`src/rtl/hcr_pkg.sv`:
```
package hcr_pkg;

   // Feedback mask for a maximal-length Fibonacci LFSR, shifting left,
   // feedback = XOR of state bits selected by the mask.
   function automatic logic [7:0] lfsr_taps(input int width);
      case (width)
         2:       return 8'h03;
         3:       return 8'h06;
         4:       return 8'h0C;
         5:       return 8'h14;
         6:       return 8'h30;
         7:       return 8'h60;
         8:       return 8'hB8;
         default: return 8'h00;
      endcase
   endfunction

   typedef enum logic [1:0] {
      ACT_TO_MID  = 2'd0,
      ACT_TO_DEST = 2'd1,
      ACT_LOCAL   = 2'd2
   } hcr_act_e;

endpackage

```
`src/rtl/hcr_lfsr.sv`:
```
module hcr_lfsr #(
   parameter int W    = 4,
   parameter int SEED = 1
) (
   input  logic         clk,
   input  logic         rst_n,
   input  logic         adv,
   output logic [W-1:0] state
);
   localparam logic [7:0]   TAPS_ALL = hcr_pkg::lfsr_taps(W);
   localparam logic [W-1:0] TAPS     = TAPS_ALL[W-1:0];
   localparam logic [W-1:0] SEED_V   = W'(SEED);

   generate
      if (W < 2 || W > 8) begin : g_bad_width
         $error("hcr_lfsr: W must lie in 2..8");
      end
      if (SEED <= 0 || SEED >= (1 << W)) begin : g_bad_seed
         $error("hcr_lfsr: SEED must be a nonzero W-bit value");
      end
   endgenerate

   logic fb;
   assign fb = ^(state & TAPS);

   always_ff @(posedge clk) begin
      if (!rst_n)   state <= SEED_V;
      else if (adv) state <= {state[W-2:0], fb};
   end

   AST_LFSR_NONZERO: assert property (@(posedge clk) disable iff (!rst_n)
      state != '0);
   AST_LFSR_HOLD: assert property (@(posedge clk) disable iff (!rst_n)
      !adv |=> $stable(state));
endmodule

```
`src/rtl/hcr_low_pick.sv`:
```
module hcr_low_pick #(
   parameter int W  = 4,
   parameter int IW = 2
) (
   input  logic [W-1:0]  vec,
   output logic          any,
   output logic [IW-1:0] idx
);
   generate
      if ((1 << IW) < W) begin : g_bad_iw
         $error("hcr_low_pick: IW too narrow for W");
      end
   endgenerate

   logic [W-1:0] hot;
   assign hot = vec & (~vec + W'(1));
   assign any = |vec;

   genvar b, i;
   generate
      for (b = 0; b < IW; b++) begin : g_bit
         logic [W-1:0] sel;
         for (i = 0; i < W; i++) begin : g_sel
            assign sel[i] = ((i >> b) & 1) != 0;
         end
         assign idx[b] = |(hot & sel);
      end
   endgenerate
endmodule

```
`src/rtl/hcr_decide.sv`:
```
module hcr_decide #(
   parameter int W  = 4,
   parameter int IW = 2
) (
   input  logic [W-1:0]  node,
   input  logic [W-1:0]  dest,
   input  logic [W-1:0]  mid_in,
   input  logic          phase_in,
   input  logic          inject,
   input  logic [W-1:0]  rnd,
   output logic          deliver,
   output logic [IW-1:0] dim,
   output logic [W-1:0]  mid_out,
   output logic          phase_out,
   output hcr_pkg::hcr_act_e act
);
   logic         ph_eff;
   logic         at_mid;
   logic [W-1:0] target;
   logic         differs;

   assign mid_out   = inject ? rnd : mid_in;
   assign ph_eff    = inject ? 1'b0 : phase_in;
   assign at_mid    = !ph_eff && (node == mid_out);
   assign phase_out = ph_eff | at_mid;
   assign target    = phase_out ? dest : mid_out;

   hcr_low_pick #(.W(W), .IW(IW)) pick_i (
      .vec (target ^ node),
      .any (differs),
      .idx (dim)
   );

   assign deliver = !differs;

   always_comb begin
      if (deliver)        act = hcr_pkg::ACT_LOCAL;
      else if (phase_out) act = hcr_pkg::ACT_TO_DEST;
      else                act = hcr_pkg::ACT_TO_MID;
   end
endmodule

```
`src/rtl/hcube_route_unit.sv`:
```
module hcube_route_unit #(
   parameter int DIM_W      = 4,
   parameter int LFSR_SEED  = 1,
   localparam int IDX_W     = (DIM_W > 1) ? $clog2(DIM_W) : 1
) (
   input  logic             clk,
   input  logic             rst_n,
   input  logic [DIM_W-1:0] node_addr,
   input  logic             in_valid,
   input  logic             in_inject,
   input  logic [DIM_W-1:0] in_dest,
   input  logic [DIM_W-1:0] in_mid,
   input  logic             in_phase,
   output logic             out_valid,
   output logic             out_deliver,
   output logic [IDX_W-1:0] out_dim,
   output logic [DIM_W-1:0] out_dest,
   output logic [DIM_W-1:0] out_mid,
   output logic             out_phase
);
   generate
      if (DIM_W < 2 || DIM_W > 8) begin : g_bad_dim
         $error("hcube_route_unit: DIM_W must lie in 2..8");
      end
   endgenerate

   logic [DIM_W-1:0] rnd;
   logic             d_deliver;
   logic [IDX_W-1:0] d_dim;
   logic [DIM_W-1:0] d_mid;
   logic             d_phase;
   hcr_pkg::hcr_act_e d_act;

   hcr_lfsr #(.W(DIM_W), .SEED(LFSR_SEED)) lfsr_i (
      .clk   (clk),
      .rst_n (rst_n),
      .adv   (in_valid & in_inject),
      .state (rnd)
   );

   hcr_decide #(.W(DIM_W), .IW(IDX_W)) dec_i (
      .node      (node_addr),
      .dest      (in_dest),
      .mid_in    (in_mid),
      .phase_in  (in_phase),
      .inject    (in_inject),
      .rnd       (rnd),
      .deliver   (d_deliver),
      .dim       (d_dim),
      .mid_out   (d_mid),
      .phase_out (d_phase),
      .act       (d_act)
   );

   always_ff @(posedge clk) begin
      if (!rst_n) begin
         out_valid   <= 1'b0;
         out_deliver <= 1'b0;
         out_dim     <= '0;
         out_dest    <= '0;
         out_mid     <= '0;
         out_phase   <= 1'b0;
      end else begin
         out_valid   <= in_valid;
         out_deliver <= in_valid && (d_act == hcr_pkg::ACT_LOCAL);
         out_dim     <= d_dim;
         out_dest    <= in_dest;
         out_mid     <= d_mid;
         out_phase   <= d_phase;
      end
   end

   AST_DEST_PASS: assert property (@(posedge clk) disable iff (!rst_n)
      out_valid |-> out_dest == $past(in_dest));
   AST_MID_PASS: assert property (@(posedge clk) disable iff (!rst_n)
      out_valid && !$past(in_inject) |-> out_mid == $past(in_mid));
   AST_PHASE_HOLD: assert property (@(posedge clk) disable iff (!rst_n)
      out_valid && $past(in_phase && !in_inject) |-> out_phase);
   AST_DELIVER_AT_DEST: assert property (@(posedge clk) disable iff (!rst_n)
      out_valid && out_deliver |-> out_phase && out_dest == $past(node_addr));
   AST_LEG0_MOVES: assert property (@(posedge clk) disable iff (!rst_n)
      out_valid && !out_phase |-> !out_deliver && out_mid != $past(node_addr));
   AST_INJECT_FRESH: assert property (@(posedge clk) disable iff (!rst_n)
      out_valid && $past(in_inject) && out_mid != $past(node_addr) |-> !out_phase);
endmodule

```
`config.mk`:
```
export PLATFORM = sky130hd
export DESIGN_NAME = hcube_route_unit
export DESIGN_NICKNAME = d
export VERILOG_FILES = /design/src/rtl/hcr_pkg.sv /design/src/rtl/hcr_lfsr.sv /design/src/rtl/hcr_low_pick.sv /design/src/rtl/hcr_decide.sv /design/src/rtl/hcube_route_unit.sv
export SDC_FILE = /design/constraint.sdc
export NUM_CORES = 1
export LEC_CHECK = 0
export BUFFER_PORTS_ARGS = -buffer_cell sky130_fd_sc_hd__clkbuf_2
export CAP_MARGIN = 15
export CORE_ASPECT_RATIO = 1.25
export CORE_MARGIN = 5
export CORE_UTILIZATION = 35
export DETAILED_ROUTE_END_ITERATION = 10
export PLACE_DENSITY = 0.65
export SLEW_MARGIN = 0
export SYNTH_ARGS = -nofsm -noshare
export SYNTH_HDL_FRONTEND = slang
export SYNTH_HIERARCHICAL = 1
export SYNTH_SLANG_ARGS = --single-unit
```
`constraint.sdc`:
```
create_clock -name clk -period 2.7 [get_ports clk]
set_input_delay 0.54 -clock clk [delete_from_list [all_inputs] [get_ports clk]]
set_output_delay 0.54 -clock clk [all_outputs]
set_load 0.05 [all_outputs]
```
==> out/summary.md, run 1 <==
- completed — status
- 2660 um — first-pass GRT wire length
- 52.2 um — floorplan die width
- 17 — # clock sinks
- 778 sq um — post-synthesis cell area
- 6 — count of yosys warnings during synthesis
- 1 — Clock H-tree levels
- 258 uV — largest vdd supply drop
- 11.0% — Tot GR Track Use
- 17 — Seq cells post-synth
- 578 nW/um^2 — power density of the placed cells
- primary input to flop — Crit Path Category
- 29 — number of buffers inserted by port buffering
- 400 sq um — area of combinational cells with multiple inputs
- 0 — Post-synth EDFFs
- 0% — async set or reset register ratio after synthesis
- 971 sq um — fin area
- 14.8% — mux cell area share after synthesis
- 2530 ps — arrival time of data at the critical path endpoint
- 129 — Placed Cells incl. Taps
- sky130_fd_sc_hd__clkbuf_4 — clock root buffer
- 340 sq um — sequential cell area in the final layout
- sky130_fd_sc_hd__dfxtp_1 (44%), sky130_fd_sc_hd__xnor2_1 (10%), sky130_fd_sc_hd__mux2i_1 (9.0%), sky130_fd_sc_hd__and2_2 (7.7%), sky130_fd_sc_hd__mux2_2 (5.8%) — largest cells by area after synthesis
- 133 — number of standard cells in the final layout excluding fillers
- 0 — total congestion overflow
- 3270 sq um — Die Outline Area
- 0 — post-cts gate resize count
- 2 — maximum buffer depth of the clock tree
- 6 — Critical Path Fanout Max
- 0.458 nW — Static Leak
- 1 — number of optimization iterations in the first detailed-route pass
- 120 — number of nets in the layout
- out_deliver$_SDFF_PN0_ — Setup crit end
- 5.47% — Compound-Gate Fraction of Synth Area
- sky130_fd_sc_hd__dfxtp_1 — cell type contributing the most total cell area after synthesis
- 110 ps — clock-pin transition on the worst setup and hold timing paths
- 300 ps — clock insertion delay at the later pin of the skew report
- 49.0% — share of layout cells above drive strength 1
- 1590 um — final routed wirelength across all metal layers
- 0.561 mW — total design power
- 11.9 um — routed wire length per instance
- 333 ps — actual transition at the worst max-transition pin
- 0 — 1st-iter DRT viols
- 43.7% — proportion of netlist area held by the largest area contributor
- 0.679 — final weighted congestion in routability-driven placement
- 0 — number of remaining DRC errors
- sky130_fd_sc_hd__dfxtp_1 — most instantiated library cell after synthesis
- 2890 ps — critical path required time
- primary input to flop — class of the worst hold path
- 62.7 um — overall die height
- 2340 ps — final worst path period need
- 224 — final-layout fill cell count
- 0% — post-synthesis share of cell area spent on full adders, half adders and majority gates
- 0 ps — accumulated negative setup slack
- 943 sq um — Area after DPL
- 0 — final setup violation count
- built — TritonCTS clock tree
- 0 — post-CTS repair timing setup buffer count
- 1250 um — total half-perimeter wirelength after legalization and detailed placement
- 10.1% — post-synthesis xor/xnor area fraction
- 2 — cell count of the worst hold path
- 20 — unique cell type count in the Yosys netlist
- 19 — site row count
- 19 — maximum number of pins on one net before global-route repair
- 77.7% — Worst slew margin
- in_inject — start point of the critical path
- 71 — number of instances in the synthesized netlist
- 564 — overall via count from detail_route
- 0 — total inserted antenna cells
- 0 — max-cap viol count
- 43.7% — share of the yosys chip area belonging to registers
- flop — Crit. End Element
- 600 — via count of the first global-routing pass
- 0 — Final Hold Fails
- 21.1% — post-synthesis simple-gate area fraction
- 86.7% — final worst-path cycle share
- lfsr_i/state[2]$_SDFFE_PN0P_ — startpoint of the worst-slack reg-to-reg timing path
- 0 — number of nets still failing antenna checks after routing
- 10 — number of cells traversed by the worst register-to-register path
- primary input — kind of start point of the critical path
- 11.4 ps — Layout Skew
- false — RSZ-0062 raised after global routing
- sky130_fd_sc_hd__dfxtp_1 (17), sky130_fd_sc_hd__xnor2_1 (9), sky130_fd_sc_hd__and2_2 (8) — most frequent cells after synthesis
- 0 — final slew viol count
- 470 ps — minimum setup slack among reg-to-reg paths
- out_deliver$_SDFF_PN0_ — Worst R2R End
- sky130_fd_sc_hd__dfxtp_1 — top_reg_cell synth
- 24.8% — Area Growth Syn to Fin
- simple AND/OR/NAND/NOR gates — largest family of logic cells by synthesized area
- 30 — number of placed I/O pins
- 2160 sq um — core region area
- 36.0% — initial standard-cell utilization of the core
- 0 — initial antenna violation count
- 88 — net count after synthesis
- 427 MHz — FMAX
- 11.0 sq um — Mean Syn Cell Area
- 3 — CTS Buf Count
- 4.24 — via-per-instance ratio
- 0 — number of buffers inserted for hold repair after clock tree synthesis
[power by group]
group / total (mW) / internal (mW) / switching (mW)
registers: 0.271 / 0.265 / 0.00522
logic: 0.151 / 0.0585 / 0.0925
clock network: 0.139 / 0.0552 / 0.0841
[worst min path at each step]
stage / from / endpoint / slack, ps
after CTS: in_dest[0] / out_dest[0]$_SDFF_PN0_ / 470
final: in_dest[0] / out_dest[0]$_SDFF_PN0_ / 480
after floorplan: lfsr_i/state[1]$_SDFFE_PN0P_ / lfsr_i/state[1]$_SDFFE_PN0P_ / 500
after global placement: lfsr_i/state[1]$_SDFFE_PN0P_ / lfsr_i/state[2]$_SDFFE_PN0P_ / 530
after global routing: in_dest[1] / out_dest[1]$_SDFF_PN0_ / 480
after detailed placement: lfsr_i/state[1]$_SDFFE_PN0P_ / lfsr_i/state[1]$_SDFFE_PN0P_ / 550
[metal layers]
layer | track usage [%] | up-vias | wire (um)
li1 | - | 291 | -
met1 | 12.1 | 246 | 637
met2 | 18.1 | 21 | 803
met3 | 0.955 | 6 | 85
met4 | 9.58 | 0 | 58
met5 | 0 | - | 0
[critical path, stage by stage]
cell and delay (ps):
sky130_fd_sc_hd__clkbuf_2 160, sky130_fd_sc_hd__mux2_2 380, sky130_fd_sc_hd__xnor2_1 160, sky130_fd_sc_hd__a41oi_4 370
sky130_fd_sc_hd__mux2i_1 260, sky130_fd_sc_hd__xnor2_1 190, sky130_fd_sc_hd__nor2_1 80, sky130_fd_sc_hd__nand2_1 60
sky130_fd_sc_hd__inv_1 40, sky130_fd_sc_hd__nor2_1 80, sky130_fd_sc_hd__and4b_2 220
[logic make-up (layout without fill, tap and decap cells)]
kind of cell | Yosys count | in the layout
multiplexers | 11 | 11
AO/OA/AOI/OAI | 3 | 3
XOR/XNOR | 9 | 9
flip-flops | 17 | 17
buffers and inverters | 6 | 37
AND/OR/NAND/NOR | 25 | 25
[sequential cells by signal (all words and copies together) (netlist names)]
name and flops:
out_dim 2, out_mid 4, out_dest 4, out_phase 1, lfsr_i/state 4, out_deliver 1
out_valid 1
[cell usage in the layout, fill, tap and decap left out]
cell	count
sky130_fd_sc_hd__and2_2	8
sky130_fd_sc_hd__and4b_2	1
sky130_fd_sc_hd__a41oi_4	1
sky130_fd_sc_hd__a21oi_2	1
sky130_fd_sc_hd__xnor2_1	9
sky130_fd_sc_hd__clkbuf_4	3
sky130_fd_sc_hd__nand2_1	1
sky130_fd_sc_hd__and2b_2	1
sky130_fd_sc_hd__buf_4	1
sky130_fd_sc_hd__nor2_1	3
sky130_fd_sc_hd__inv_1	3
sky130_fd_sc_hd__dfxtp_1	17
sky130_fd_sc_hd__nor3_1	1
sky130_fd_sc_hd__nand2b_1	1
sky130_fd_sc_hd__clkbuf_2	29
sky130_fd_sc_hd__clkinv_2	1
sky130_fd_sc_hd__and2_1	5
sky130_fd_sc_hd__mux2_2	4
sky130_fd_sc_hd__mux2i_1	7
sky130_fd_sc_hd__a31oi_1	1
sky130_fd_sc_hd__nor3b_1	1
sky130_fd_sc_hd__nor2b_1	3
[per-stage QoR]
step                utilization, %  hold slack, ps  worst slack [ps]
floorplan                        -             499               352
global placement              43.6             530              72.9
detailed placement            43.6             547              52.0
CTS                           44.9             470               369
global route                  44.9             481               169
finish                        44.9             476               360
[cell type report]
type / instances / area share (%)
clock buffers: 3 / 2.32
multi-input cells: 48 / 41.2
well taps: 31 / 3.99
clock inverters: 1 / 0.515
repair buffers: 30 / 15.7
flip-flops and latches: 17 / 35.1
inverters: 3 / 1.16
Power figures use the tool's default switching activity.
==> run 2: changes to the inputs <==
--- a/config.mk
+++ b/config.mk
@@ -6,4 +6,5 @@
 export NUM_CORES = 1
 export LEC_CHECK = 0
+export ABC_AREA = 1
 export BUFFER_PORTS_ARGS = -buffer_cell sky130_fd_sc_hd__clkbuf_2
 export CAP_MARGIN = 15
@@ -12,5 +13,5 @@
 export CORE_UTILIZATION = 35
 export DETAILED_ROUTE_END_ITERATION = 10
-export PLACE_DENSITY = 0.65
+export PLACE_DENSITY = 0.63
 export SLEW_MARGIN = 0
 export SYNTH_ARGS = -nofsm -noshare
==> constraint.sdc (replaced) <==
create_clock -name clk -period 2.7 [get_ports clk]
set_input_delay 0.135 -clock clk [delete_from_list [all_inputs] [get_ports clk]]
set_output_delay 0.135 -clock clk [all_outputs]
set_load 0.05 [all_outputs]
==> out/summary.md, run 2 <==
- sky130_fd_sc_hd__dfxtp_1 (34%), sky130_fd_sc_hd__nand2_1 (21%), sky130_fd_sc_hd__inv_1 (15%), sky130_fd_sc_hd__nand3_1 (12%), sky130_fd_sc_hd__nand2_4 (3.4%) — largest cells by area after synthesis
- 18.4% — Area Growth Syn to Fin
- 4040 sq um — Die Outline Area, +23%
- 57.8 um — floorplan die width, +11%
- 65.6% — final worst-path cycle share, -21 points
- 1730 um — total half-perimeter wirelength after legalization and detailed placement, +39%
- 34.0% — proportion of netlist area held by the largest area contributor, -9.7 points
- sky130_fd_sc_hd__dfxtp_1 — top_reg_cell synth
- 1770 ps — final worst path period need, -569 ps
- 2710 sq um — core region area, +25%
- 180 — net count after synthesis, +100%
- 37.0% — initial standard-cell utilization of the core, +1.0 points
- 0 — post-cts gate resize count, unchanged
- 0 — total inserted antenna cells, unchanged
- 34.0% — share of the yosys chip area belonging to registers, -9.7 points
- 0 — post-CTS repair timing setup buffer count, unchanged
- 0 — final setup violation count, unchanged
- 2930 ps — critical path required time, +40 ps
- 12 — 1st-iter DRT viols, +12
- sky130_fd_sc_hd__clkbuf_4 — clock root buffer
- 17 — Seq cells post-synth, unchanged
- sky130_fd_sc_hd__nand2_1 — commonest non-fill, non-tap cell in the layout
- 886 — via count of the first global-routing pass, +48%
- 64.5 ps — Worst Hold Margin, -412 ps
- 0 — number of nets still failing antenna checks after routing, unchanged
- flop to flop — Crit Path Category
- 0 — total congestion overflow, unchanged
- 17 — maximum number of pins on one net before global-route repair, -2
- 0 — number of remaining DRC errors, unchanged
- 30 — number of placed I/O pins, unchanged
- 29 — number of buffers inserted by port buffering, unchanged
- 565 MHz — FMAX, +32%
- lfsr_i/state x4, out_dest x4, out_mid x4 — Largest regs
- 6 — count of yosys warnings during synthesis, unchanged
- completed — status
- 283 ps — actual transition at the worst max-transition pin, -49.6 ps
- 0 — initial antenna violation count, unchanged
- 211 — number of nets in the layout, +76%
- 0.590 mW — total design power, +5.2%
- 9.16 um — routed wire length per instance, -23%
- 23.8% — share of layout cells above drive strength 1, -25 points
- sky130_fd_sc_hd__nand2_1 (55), sky130_fd_sc_hd__inv_1 (39), sky130_fd_sc_hd__nand3_1 (23) — most frequent cells after synthesis
- 18 — unique cell type count in the Yosys netlist, -10%
- 1160 sq um — Area after DPL, +23%
- built — TritonCTS clock tree
- 3 — CTS Buf Count, unchanged
- 17 — # clock sinks, unchanged
- primary input to flop — class of the worst hold path
- 2.17 ps — Layout Skew, -9.20 ps
- 100 ps — clock-pin transition on the worst setup and hold timing paths, about the same
- 498 nW/um^2 — power density of the placed cells, -14%
- 1180 sq um — fin area, +22%
- 0 — final slew viol count, unchanged
- 280 ps — clock insertion delay at the later pin of the skew report, -20 ps
- 21 — site row count, +2
- 0 — max-cap viol count, unchanged
- 0 — Post-synth EDFFs, unchanged
- 2 — maximum buffer depth of the clock tree, unchanged
- 6.14 sq um — Mean Syn Cell Area, -44%
- 69.8 um — overall die height, +11%
- false — RSZ-0062 raised after global routing
- 81.1% — Worst slew margin, +3.4 points
- 0% — async set or reset register ratio after synthesis, unchanged
- 11.4% — Tot GR Track Use, +0.42 points
- 0.781 nW — Static Leak, +71%
- sky130_fd_sc_hd__dfxtp_1 — cell type contributing the most total cell area after synthesis
- 0.797 — final weighted congestion in routability-driven placement, +17%
- 0 — Final Hold Fails, unchanged
- 1 — Clock H-tree levels, unchanged
- sky130_fd_sc_hd__nand2_1 (55), sky130_fd_sc_hd__inv_1 (39), sky130_fd_sc_hd__clkbuf_2 (29) — most used cells in the layout excluding fill and tap cells
- 10 — Critical Path Fanout Max, +4
- sky130_fd_sc_hd__nand2_1 — most instantiated library cell after synthesis
- 4 — number of optimization iterations in the first detailed-route pass, +3
- 261 uV — largest vdd supply drop, +1.2%
- 308 — final-layout fill cell count, +38%
- 0 — number of buffers inserted for hold repair after clock tree synthesis, unchanged
- 960 — overall via count from detail_route, +70%
- 4.23 — via-per-instance ratio, -0.27%
- 43.8% — post-route core utilization, -1.1 points
- 3650 um — first-pass GRT wire length, +37%
- 0 ps — accumulated negative setup slack, unchanged
- flop — kind of start point of the critical path
- 163 — number of instances in the synthesized netlist, +130%
- 1000 sq um — post-synthesis cell area, +29%
- 2000 ps — arrival time of data at the critical path endpoint, -530 ps
- flop — Crit. End Element
- 2080 um — final routed wirelength across all metal layers, +31%
==> run 2: cell type report <==
| class | count | area [sq um] | area share (%) |
|---|---|---|---|
| flip-flops and latches | 17 | 340 | 28.7 |
| inverters | 44 | 175 | 14.8 |
| repair buffers | 29 | 145 | 12.2 |
| multi-input cells | 99 | 455 | 38.4 |
| well taps | 34 | 42.5 | 3.59 |
| clock buffers | 4 | 26.3 | 2.22 |
==> run 2: cell families after synthesis <==
family                 after synthesis  synth area share [%]
buffers and inverters               47                  20.5
AND/OR/NAND/NOR                     92                  40.6
AO/OA/AOI/OAI                        7                  4.87
flip-flops                          17                  34.0
==> run 2: routing by layer <==
metal,GRT usage (%),vias up,share of wire [%]
li1,-,538,-
met1,12.4,390,42
met2,19.8,30,49
met3,3.35,2,8.1
met4,5.15,0,0.96
met5,0,-,0
==> run 2: worst paths after layout <==
path                                 from                            to  slack, ps  depth (start not counted)
max          lfsr_i/state[3]$_SDFFE_PN0P_        out_deliver$_SDFF_PN0_        930                         18
min                            in_dest[2]        out_dest[2]$_SDFF_PN0_         60                          3
max reg2reg  lfsr_i/state[3]$_SDFFE_PN0P_        out_deliver$_SDFF_PN0_        930                         18
min reg2reg  lfsr_i/state[1]$_SDFFE_PN0P_  lfsr_i/state[2]$_SDFFE_PN0P_        550                          2
==> run 2: power breakdown <==
part,switching [mW],internal (mW)
Clock,0.0808,0.0573
Combinational,0.124,0.0540
Sequential,0.00740,0.267
Total,0.212,0.378
==> run 2: worst max-delay path, cell delays in order, from the launching register on <==
cell and delay (ps):
sky130_fd_sc_hd__dfxtp_1 390, sky130_fd_sc_hd__inv_1 50, sky130_fd_sc_hd__nand2_1 90, sky130_fd_sc_hd__nand2_2 70
sky130_fd_sc_hd__nand2_1 50, sky130_fd_sc_hd__nand2_1 60, sky130_fd_sc_hd__nor2_2 130, sky130_fd_sc_hd__nand2_4 110
sky130_fd_sc_hd__nand2_4 110, sky130_fd_sc_hd__nand2_1 60, sky130_fd_sc_hd__nand3_1 60, sky130_fd_sc_hd__nand2_1 70
sky130_fd_sc_hd__inv_1 90, sky130_fd_sc_hd__nand4_1 100, sky130_fd_sc_hd__inv_1 80, sky130_fd_sc_hd__a21oi_1 40
sky130_fd_sc_hd__inv_1 50, sky130_fd_sc_hd__nand2_1 40, sky130_fd_sc_hd__nor2_1 60
==> run 2: through the flow <==
step           std cells  setup WS, ps
2_1_floorplan        163          1130
3_3_place_gp         223           912
3_5_place_dp         223           951
4_1_cts              227           936
5_1_grt              227           698
6_report             227           929
